File: src/rtl/sar_serial_if_pkg.sv
package sar_serial_if_pkg;
  localparam int CTRL_W = 8;
  localparam int SUB_W  = 2;
  localparam logic [1:0] MODE_EXT = 2'b11;
  localparam logic [1:0] MODE_INT = 2'b10;

  typedef enum logic [2:0] {
    ST_IDLE,
    ST_EXT_ARM,
    ST_EXT_STB,
    ST_INT_CONV,
    ST_READ
  } st_e;
endpackage

File: src/rtl/adc_if_edge.sv
module adc_if_edge (
  input  logic clk_i,
  input  logic rst_ni,
  input  logic cs_ni,
  input  logic sclk_i,
  input  logic din_i,
  output logic sclk_rise_o,
  output logic sclk_fall_o,
  output logic cs_n_o,
  output logic cs_rise_o,
  output logic din_o
);
  logic sclk_q, sclk_qq, cs_q, cs_qq, din_q;

  always_ff @(posedge clk_i or negedge rst_ni) begin
    if (!rst_ni) begin
      sclk_q  <= 1'b0;
      sclk_qq <= 1'b0;
      cs_q    <= 1'b1;
      cs_qq   <= 1'b1;
      din_q   <= 1'b0;
    end else begin
      sclk_q  <= sclk_i;
      sclk_qq <= sclk_q;
      cs_q    <= cs_ni;
      cs_qq   <= cs_q;
      din_q   <= din_i;
    end
  end

  assign sclk_rise_o = sclk_q & ~sclk_qq;
  assign sclk_fall_o = ~sclk_q & sclk_qq;
  assign cs_n_o      = cs_q;
  assign cs_rise_o   = cs_q & ~cs_qq;
  assign din_o       = din_q;
endmodule

File: src/rtl/adc_if_ctrl.sv
module adc_if_ctrl
  import sar_serial_if_pkg::*;
(
  input  logic              clk_i,
  input  logic              rst_ni,
  input  logic              clear_i,
  input  logic              shift_i,
  input  logic              bit_i,
  output logic              done_o,
  output logic [CTRL_W-2:0] pay_o,
  output logic              acq_o
);
  localparam int PW    = CTRL_W - 1;
  localparam int CNT_W = $clog2(CTRL_W);

  logic [PW-1:0]    pay_q;
  logic [CNT_W-1:0] cnt_q;

  // the start bit only arms the counter; the payload holds the other bits
  always_ff @(posedge clk_i or negedge rst_ni) begin
    if (!rst_ni) begin
      cnt_q <= '0;
      pay_q <= '0;
    end else if (clear_i) begin
      cnt_q <= '0;
    end else if (shift_i) begin
      if (cnt_q == '0) begin
        if (bit_i) cnt_q <= CNT_W'(1);
      end else begin
        pay_q <= {pay_q[PW-2:0], bit_i};
        cnt_q <= (cnt_q == CNT_W'(CTRL_W-1)) ? '0 : cnt_q + 1'b1;
      end
    end
  end

  assign done_o = shift_i & ~clear_i & (cnt_q == CNT_W'(CTRL_W-1));
  assign pay_o  = {pay_q[PW-2:0], bit_i};
  assign acq_o  = (cnt_q >= CNT_W'(CTRL_W-3));
endmodule

File: src/rtl/adc_if_timer.sv
module adc_if_timer #(
  parameter int CONV_CYC = 2500
) (
  input  logic clk_i,
  input  logic rst_ni,
  input  logic start_i,
  output logic done_o
);
  localparam int TW = $clog2(CONV_CYC + 1);

  logic [TW-1:0] cnt_q;

  always_ff @(posedge clk_i or negedge rst_ni) begin
    if (!rst_ni)            cnt_q <= '0;
    else if (start_i)       cnt_q <= TW'(CONV_CYC);
    else if (cnt_q != '0)   cnt_q <= cnt_q - 1'b1;
  end

  assign done_o = (cnt_q == TW'(1));
endmodule

File: src/rtl/adc_if_oshift.sv
module adc_if_oshift #(
  parameter int W = 12
) (
  input  logic         clk_i,
  input  logic         rst_ni,
  input  logic         load_i,
  input  logic [W-1:0] frame_i,
  input  logic         shift_i,
  input  logic         clear_i,
  output logic         dout_o,
  output logic         busy_o
);
  localparam int CW = $clog2(W + 1);

  logic [W-1:0]  sr_q;
  logic [CW-1:0] cnt_q;
  logic          dout_q;

  always_ff @(posedge clk_i or negedge rst_ni) begin
    if (!rst_ni) begin
      sr_q   <= '0;
      cnt_q  <= '0;
      dout_q <= 1'b0;
    end else if (clear_i) begin
      cnt_q  <= '0;
      dout_q <= 1'b0;
    end else if (load_i) begin
      sr_q   <= frame_i;
      cnt_q  <= CW'(W);
      dout_q <= 1'b0;
    end else if (shift_i) begin
      if (cnt_q != '0) begin
        dout_q <= sr_q[W-1];
        sr_q   <= {sr_q[W-2:0], 1'b0};
        cnt_q  <= cnt_q - 1'b1;
      end else begin
        dout_q <= 1'b0;
      end
    end
  end

  assign dout_o = dout_q;
  assign busy_o = (cnt_q != '0);
endmodule

File: src/rtl/sar_serial_if.sv
module sar_serial_if
  import sar_serial_if_pkg::*;
#(
  parameter int RES_W    = 10,
  parameter int CONV_CYC = 2500
) (
  input  logic             clk_i,
  input  logic             rst_ni,
  input  logic             cs_ni,
  input  logic             sclk_i,
  input  logic             din_i,
  input  logic [RES_W-1:0] sample_i,
  output logic             dout_o,
  output logic             dout_oe_o,
  output logic             strobe_o,
  output logic             strobe_oe_o,
  output logic             acq_o,
  output logic [2:0]       chan_o,
  output logic             single_o
);
  localparam int OUT_W = RES_W + SUB_W;

  logic sclk_rise, sclk_fall, cs_n, cs_rise, din_s;
  logic ctl_done, fall_en, accept, go_ext, go_int;
  logic tmr_done, sh_load, sh_clear, sh_busy;
  logic [CTRL_W-2:0] pay;
  logic [RES_W-1:0]  code;
  logic [OUT_W-1:0]  frame;

  st_e        st_q;
  logic       strobe_q, int_mode_q, uni_q, sgl_q;
  logic [2:0] chan_q;

  adc_if_edge u_edge (
    .clk_i, .rst_ni, .cs_ni, .sclk_i, .din_i,
    .sclk_rise_o(sclk_rise), .sclk_fall_o(sclk_fall),
    .cs_n_o(cs_n), .cs_rise_o(cs_rise), .din_o(din_s)
  );

  assign accept  = (st_q == ST_IDLE) || (st_q == ST_READ);
  assign fall_en = sclk_fall & ~cs_n;

  adc_if_ctrl u_ctrl (
    .clk_i, .rst_ni,
    .clear_i(cs_n), .shift_i(sclk_rise & accept), .bit_i(din_s),
    .done_o(ctl_done), .pay_o(pay), .acq_o(acq_o)
  );

  assign go_ext = ctl_done && (pay[1:0] == MODE_EXT);
  assign go_int = ctl_done && (pay[1:0] == MODE_INT);

  adc_if_timer #(.CONV_CYC(CONV_CYC)) u_tmr (
    .clk_i, .rst_ni, .start_i(go_int), .done_o(tmr_done)
  );

  // bipolar: offset binary to two's complement by flipping the MSB
  assign code  = uni_q ? sample_i : {~sample_i[RES_W-1], sample_i[RES_W-2:0]};
  assign frame = {code, {SUB_W{1'b0}}};

  assign sh_load  = ((st_q == ST_EXT_ARM) && fall_en) ||
                    ((st_q == ST_INT_CONV) && tmr_done);
  assign sh_clear = cs_rise & ~int_mode_q;

  adc_if_oshift #(.W(OUT_W)) u_osh (
    .clk_i, .rst_ni,
    .load_i(sh_load), .frame_i(frame), .shift_i(fall_en), .clear_i(sh_clear),
    .dout_o(dout_o), .busy_o(sh_busy)
  );

  always_ff @(posedge clk_i or negedge rst_ni) begin
    if (!rst_ni) begin
      st_q       <= ST_IDLE;
      strobe_q   <= 1'b0;
      int_mode_q <= 1'b0;
      uni_q      <= 1'b0;
      sgl_q      <= 1'b0;
      chan_q     <= '0;
    end else if (go_ext || go_int) begin
      st_q       <= go_ext ? ST_EXT_ARM : ST_INT_CONV;
      int_mode_q <= go_int;
      strobe_q   <= 1'b0;
      chan_q     <= pay[6:4];
      uni_q      <= pay[3];
      sgl_q      <= pay[2];
    end else begin
      unique case (st_q)
        ST_EXT_ARM: begin
          if (cs_rise) st_q <= ST_IDLE;
          else if (fall_en) begin
            st_q     <= ST_EXT_STB;
            strobe_q <= 1'b1;
          end
        end
        ST_EXT_STB: begin
          if (cs_rise) begin
            st_q     <= ST_IDLE;
            strobe_q <= 1'b0;
          end else if (fall_en) begin
            st_q     <= ST_READ;
            strobe_q <= 1'b0;
          end
        end
        ST_INT_CONV: begin
          if (tmr_done) begin
            st_q     <= ST_READ;
            strobe_q <= 1'b1;
          end
        end
        ST_READ: begin
          if ((!int_mode_q && cs_rise) || !sh_busy) st_q <= ST_IDLE;
        end
        default: st_q <= ST_IDLE;
      endcase
    end
  end

  assign strobe_o    = strobe_q;
  assign dout_oe_o   = ~cs_n;
  assign strobe_oe_o = int_mode_q | ~cs_n;
  assign chan_o      = chan_q;
  assign single_o    = sgl_q;
endmodule

File: config.mk
export PLATFORM = sky130hd
export DESIGN_NAME = sar_serial_if
export DESIGN_NICKNAME = d
export VERILOG_FILES = /design/src/rtl/sar_serial_if_pkg.sv /design/src/rtl/adc_if_edge.sv /design/src/rtl/adc_if_ctrl.sv /design/src/rtl/adc_if_timer.sv /design/src/rtl/adc_if_oshift.sv /design/src/rtl/sar_serial_if.sv
export SDC_FILE = /design/constraint.sdc
export NUM_CORES = 1
export LEC_CHECK = 0
export ABC_AREA = 1
export BUFFER_PORTS_ARGS = -buffer_cell sky130_fd_sc_hd__clkbuf_2
export CAP_MARGIN = 10
export CORE_MARGIN = 10
export CORE_UTILIZATION = 53
export CTS_CLUSTER_SIZE = 25
export DETAILED_ROUTE_END_ITERATION = 12
export PLACE_DENSITY_LB_ADDON = 0.1
export RECOVER_POWER = 100
export SETUP_SLACK_MARGIN = 0.1
export SLEW_MARGIN = 0
export SYNTH_ARGS = -nofsm -noshare
export SYNTH_HDL_FRONTEND = slang
export SYNTH_SLANG_ARGS = --single-unit
File: constraint.sdc
create_clock -name clk_i -period 1.6 [get_ports clk_i]
set_input_delay 0.16 -clock clk_i [delete_from_list [all_inputs] [get_ports clk_i]]
set_output_delay 0.16 -clock clk_i [all_outputs]
set_load 0.05 [all_outputs]
==> results.md, run 1 <==
- Vias: 2332
- Ports: 24
- CP startpoint kind: flop
- Clock tree buffer depth: 2
- Pin count of the biggest net entering global routing: 52
- CP Class: flop to output pin
- Input/output buffers: 23
- Die height: 92.4 um
- Arr. time, crit path: 1400 ps
- Routed vias/inst: 4.99
- Critical path peak fanout: 3
- Worst-Skew Late Latency: 310 ps
- Nets: 419
- Netlist cell types: 35
- Logic pwr share: 0.343
- Syn_area_per_cell: 8.29 sq um
- Yosys warns: 0
- RePlAce Congestion: 0.879
- Setup TNS: 0 ps
- Post-synthesis sequential area ratio: 0.460
- H-tree levels: 2
- Transition time of the tightest slew-check pin: 1130 ps
- Clock network power share: 0.206
- First-pass GRT wire length: 10000 um
- Leakage power: 1.77 nW
- Die X: 92.4 um
- Routed wire per std cell: 12.6 um
- Synth-to-Final Area Change: 26.7%
- Status: finished, final reports clean
- Clock buffer count from CTS: 5
- Layout Utilization: 0.689
- GRT Total Usage: 0.139
- Starting density of the core: 0.544
- Post-Syn Nets: 358
- CP endpoint kind: output pin
- Post-synthesis register bit count: 51
- Row Count: 26
- Final HPWL DP: 3990 um
- Worst slew margin: 0.249
- Mapped Area: 2780 sq um
- FF/Latch Area: 1280 sq um
- TritonCTS clock tree: done
- CTS sink count: 51
- Total congestion overflow: 0
- Crit share post-route: 0.975
- Hold Fails Final Rpt: 0
- Cell internal pwr: 0.00245 W
- Initial antenna violation count: 0
- WL final: 5900 um
- Clk_skew: 9.10 ps
- Die area: 8540 sq um
- Switching Fraction: 0.370
- Worst-path clk slew: 100 ps
- Core area: 5110 sq um
- P per Cell Area: 1110 nW/um^2
- Net Sw Power: 0.00144 W
- RSZ-0062 raised after global routing: yes
- Vias in the first global route: 2225
- Drc violations: 0
- Antenna Cells: 0
- Max-Cap Viols: 0
- HP Class: input port to flop
- Endpoints failing setup: 0
- Fillers: 382
- DR iter-0 viols: 150
- Min Tclk post-route: 1560 ps
- DR pass1 iterations: 4
- Design area: 3520 sq um
- Synth Instances: 335
- Share of layout cells above drive strength 1: 0.325
- Worst EP required: 1440 ps
- Clk root buf: clkbuf_8
- Max rail drop VDD: 0.584 mV
- Min Hold Slack: 144 ps
- Fmax: 641 MHz
- Placement Cell Area: 3090 sq um
- Max-slew violation count: 0
- Seq pwr share: 0.451
- Multi-input gate area: 1430 sq um
- Number of routed nets with antenna violations: 0
kinds of logic after synthesis:
kind of cell | Yosys count | synth area share
AOI/OAI and AO/OA | 33 | 0.0689
xor gates and xnor gates | 7 | 0.0221
adders and majority gates | 8 | 0.0360
buffers and inverters | 49 | 0.0838
DFF | 51 | 0.460
muxes | 1 | 0.00405
and+or+nand+nor | 186 | 0.325
synthesized netlist by cell type:
| master | n | share of area |
|---|---|---|
| a21boi_1 | 1 | 0.0027 |
| a21oi_1 | 6 | 0.011 |
| a31oi_1 | 2 | 0.0045 |
| buf_12 | 1 | 0.0072 |
| buf_2 | 3 | 0.0054 |
| buf_4 | 1 | 0.0027 |
| buf_6 | 2 | 0.0081 |
| clkbuf_1 | 1 | 0.0014 |
| clkbuf_8 | 1 | 0.0050 |
| dfrtp_1 | 49 | 0.44 |
| dfstp_2 | 2 | 0.019 |
| ha_1 | 8 | 0.036 |
| inv_1 | 38 | 0.051 |
| inv_2 | 2 | 0.0027 |
| mux2_2 | 1 | 0.0041 |
| nand2_1 | 89 | 0.12 |
| nand2_2 | 4 | 0.0090 |
| nand2_4 | 2 | 0.0081 |
| nand3_1 | 39 | 0.070 |
| nand3_2 | 4 | 0.014 |
| nand3_4 | 1 | 0.0063 |
| nand3b_4 | 1 | 0.0072 |
| nand4_1 | 8 | 0.018 |
| nor2_1 | 26 | 0.035 |
| nor2_2 | 1 | 0.0023 |
| nor2_4 | 4 | 0.016 |
| nor3_1 | 4 | 0.0072 |
| nor3_4 | 1 | 0.0059 |
| o211ai_4 | 1 | 0.0077 |
| o21ai_0 | 21 | 0.038 |
| o21bai_1 | 1 | 0.0027 |
| o31ai_1 | 1 | 0.0027 |
| or2_2 | 2 | 0.0045 |
| xnor2_1 | 2 | 0.0063 |
| xor2_1 | 5 | 0.016 |
worst paths after layout:
| check | cells past startpoint | end | start | slack, ps |
|---|---|---|---|---|
| hold / removal | 5 | u_osh.sr_q[8] | sample_i[6] | 140 |
| setup reg to reg | 8 | u_osh.sr_q[8] | u_tmr.cnt_q[2] | 80 |
| hold reg to reg | 0 | u_edge.sclk_qq | u_edge.sclk_q | 440 |
| setup / recovery | 6 | acq_o | u_ctrl.cnt_q[1] | 40 |
| min in group asynchronous | 3 | strobe_o | rst_ni | 690 |
| max in group asynchronous | 3 | u_ctrl.cnt_q[1] | rst_ni | 220 |
layout by cell type (no fill, tap or decap), types with 10 or more instances in the layout:
cell,instances
nor2_1,18
nand3_1,35
buf_4,23
clkbuf_2,21
buf_6,10
inv_1,31
o21ai_0,11
o21ai_1,10
dfrtp_1,49
nand2_1,84
layer usage:
metal  global-route usage  vias up  wire [um]
li1                     -     1205          -
met1                0.180     1087       2850
met4               0.0411        0         65
met2                0.222       33       2750
met5                    0        -          0
met3               0.0355        7        224
final cells by class:
cell class              count  area share
clock buffers               5      0.0196
clock inverters             3     0.00782
inverters                  40      0.0462
multi-input cells         236       0.407
flip-flops and latches     51       0.363
well taps                  70      0.0249
repair buffers             62       0.131
metrics by stage:
step	worst slack, ps	instances	power (W)
floorplan	129	335	0.00248
global placement	64.1	441	0.00279
detailed placement	11.0	441	0.00282
CTS	62.9	462	0.00378
global route	-34.1	467	0.00417
finish	40.3	467	0.00389
repair_timing:
item / CTS / global route
endpoints found under the hold margin: 52 / 0
hold buffers: 4 / 0
cloned: 1 / 1
setup buffers: 8 / 4
gates resized for setup: 22 / 49
setup endpoints to repair: 24 / 47
pin swaps: 11 / 18
registers in the layout (all words and copies together) (netlist names), 3 cells and up:
signal and flops:
chan_o 3, st_q 3, u_ctrl.cnt_q 3, u_ctrl.pay_q 6, u_osh.cnt_q 4, u_osh.sr_q 10, u_tmr.cnt_q 12
critical path, stage by stage (launching register included):
cell and delay [ps]:
dfrtp_1 440, buf_6 150, inv_6 50, ha_4 110, nor2_2 30, a21oi_2 150
buf_8 160
power by group through the flow:
stage | clock [W] | sequential [W] | combinational, W
finish | 0.000803 | 0.00175 | 0.00134
global route | 0.000878 | 0.00179 | 0.00151
CTS | 0.000822 | 0.00174 | 0.00122
detailed placement | 0 | 0.00176 | 0.00106
global placement | 0 | 0.00175 | 0.00103
floorplan | 0 | 0.00174 | 0.000741
(Power assumes the default switching activity.)
==> run 2, diff against run 1 <==
--- a/config.mk
+++ b/config.mk
@@ -9,11 +9,12 @@
 export BUFFER_PORTS_ARGS = -buffer_cell sky130_fd_sc_hd__clkbuf_2
 export CAP_MARGIN = 10
 export CORE_MARGIN = 10
-export CORE_UTILIZATION = 53
+export CORE_UTILIZATION = 55
+export CTS_BUF_LIST = sky130_fd_sc_hd__clkbuf_8
 export CTS_CLUSTER_SIZE = 25
 export DETAILED_ROUTE_END_ITERATION = 12
 export PLACE_DENSITY_LB_ADDON = 0.1
-export RECOVER_POWER = 100
+export RECOVER_POWER = 50
 export SETUP_SLACK_MARGIN = 0.1
 export SLEW_MARGIN = 0
 export SYNTH_ARGS = -nofsm -noshare
==> results.md, run 2 (synthesis gave the netlist of run 1 again) <==
- Status: finished, final reports clean
- CP Class: flop to flop
- Nets: 424
- First-pass GRT wire length: 9940 um
- Max-slew violation count: 0
- Ports: 24
- Most flops, register: u_tmr.cnt_q
- Die height: 91.1 um
- Row Count: 25
- Antenna Cells: 0
- Total congestion overflow: 0
- Vias: 2439
- GRT Total Usage: 0.139
- Most frequent cells in the layout: nand2_1 (83), dfrtp_1 (48), nand3_1 (37), inv_1 (31), buf_4 (31)
- Dpl ws: -7.48 ps
- Worst EP required: 1790 ps
- Most common cell after layout, fill and taps aside: nand2_1
- Pin count of the biggest net entering global routing: 52
- Vias in the first global route: 2299
- Initial antenna violation count: 0
- Fmax: 629 MHz
- Input/output buffers: 23
- Layout Utilization: 0.743
- Min Tclk post-route: 1590 ps
- WL final: 6340 um
- Leakage power: 1.81 nW
- DR pass1 iterations: 5
- CP endpoint kind: flop
- Synth-to-Final Area Change: 28.8%
- Hold Fails Final Rpt: 0
- Share of layout cells above drive strength 1: 0.336
- Top flop regs: u_tmr.cnt_q x12, u_osh.sr_q x10, u_ctrl.pay_q x6
- CTS sink count: 51
- Setup TNS: 0 ps
- Final HPWL DP: 3960 um
- TritonCTS clock tree: done
- Endpoints failing setup: 0
- RSZ-0062 raised after global routing: yes
- Clk_skew: 7.83 ps
- Core area: 4820 sq um
- H-tree levels: 2
- Routed vias/inst: 5.20
- Max rail drop VDD: 0.736 mV
- Clock tree buffer depth: 2
- Number of routed nets with antenna violations: 0
- R2r setup slk: 9 ps
- Clock buffer count from CTS: 5
- P per Cell Area: 1130 nW/um^2
- Worst-Skew Late Latency: 300 ps
- Worst-path clk slew: 90 ps
- Finished Layout Cells: 469
- Arr. time, crit path: 1790 ps
- Starting density of the core: 0.577
- DR iter-0 viols: 220
- Die X: 91.1 um
- Dpl cells: 436
- CP startpoint kind: flop
- Drc violations: 0
- Max reg flops: 12
- Worst slew margin: 0.544
- PnR worst setup slack: 9.21 ps
- HP Class: input port to flop
- Max-Cap Viols: 0
- Routed wire per std cell: 13.5 um
- RePlAce Congestion: 0.834
- Crit share post-route: 0.994
- Die area: 8290 sq um
- Fillers: 351
- Critical path peak fanout: 10
- Transition time of the tightest slew-check pin: 685 ps
- Clk root buf: clkbuf_8
==> run 2: cell type report <==
class,count,area [sq um],area share
inverter,40,160,0.0448
timing repair buffer,67,513,0.143
sequential,51,1280,0.358
tap,67,83.8,0.0234
multi-input combinational,236,1430,0.400
clock inverter,3,41.3,0.0115
clock buffer,5,68.8,0.0192
==> run 2: worst paths after layout <==
kind                                     start              to  cells after the start
worst max-delay path            u_tmr.cnt_q[3]  u_osh.sr_q[11]                      8
worst min-delay path               sample_i[4]   u_osh.sr_q[6]                      5
worst max register to register  u_tmr.cnt_q[3]  u_osh.sr_q[11]                      8
worst min register to register   u_edge.sclk_q  u_edge.sclk_qq                      0
max in group asynchronous               rst_ni  u_tmr.cnt_q[0]                      3
min in group asynchronous               rst_ni  u_tmr.cnt_q[7]                      3
==> run 2: power by group <==
group	switching, W	internal (W)	total [W]
combinational	0.000765	0.000631	0.00140
clock	0.000427	0.000461	0.000888
sequential	0.000209	0.00154	0.00175
total	0.00140	0.00263	0.00404
==> run 2: repair_timing <==
item                                    4_1_cts  5_1_grt
resized for setup                            16       52
buffers inserted                              9       10
hold buffers                                  4        0
cloned                                        1        1
endpoints found under the setup margin       24       46
hold endpoints to repair                     52        0
pin swaps                                     6       23
==> run 2: per-stage QoR <==
step / total power [W] / hold WS (ps) / cell area (sq um)
2_1_floorplan: 0.00248 / -136 / 2790
3_3_place_gp: 0.00279 / 176 / 3070
3_5_place_dp: 0.00282 / 178 / 3070
4_1_cts: 0.00382 / 153 / 3350
5_1_grt: 0.00430 / 183 / 3580
6_report: 0.00404 / 156 / 3580
==> run 2: critical path: stages, from the launching register on <==
cell and delay (ps):
dfrtp_1 420, nor2_4 180, nand2_2 80, nor2_4 150, nand3_4 160, o211ai_4 150
nand2_4 150, nand2_1 120, nand2_1 70
==> run 2: per-layer routing <==
layer,wire length (um),track usage,share of wire,vias to the layer above
li1,-,-,-,1206
met1,2910,0.166,0.46,1164
met2,3140,0.248,0.50,65
met3,276,0.0280,0.044,4
met4,14,0.0352,0.0022,0
met5,0,0,0,-
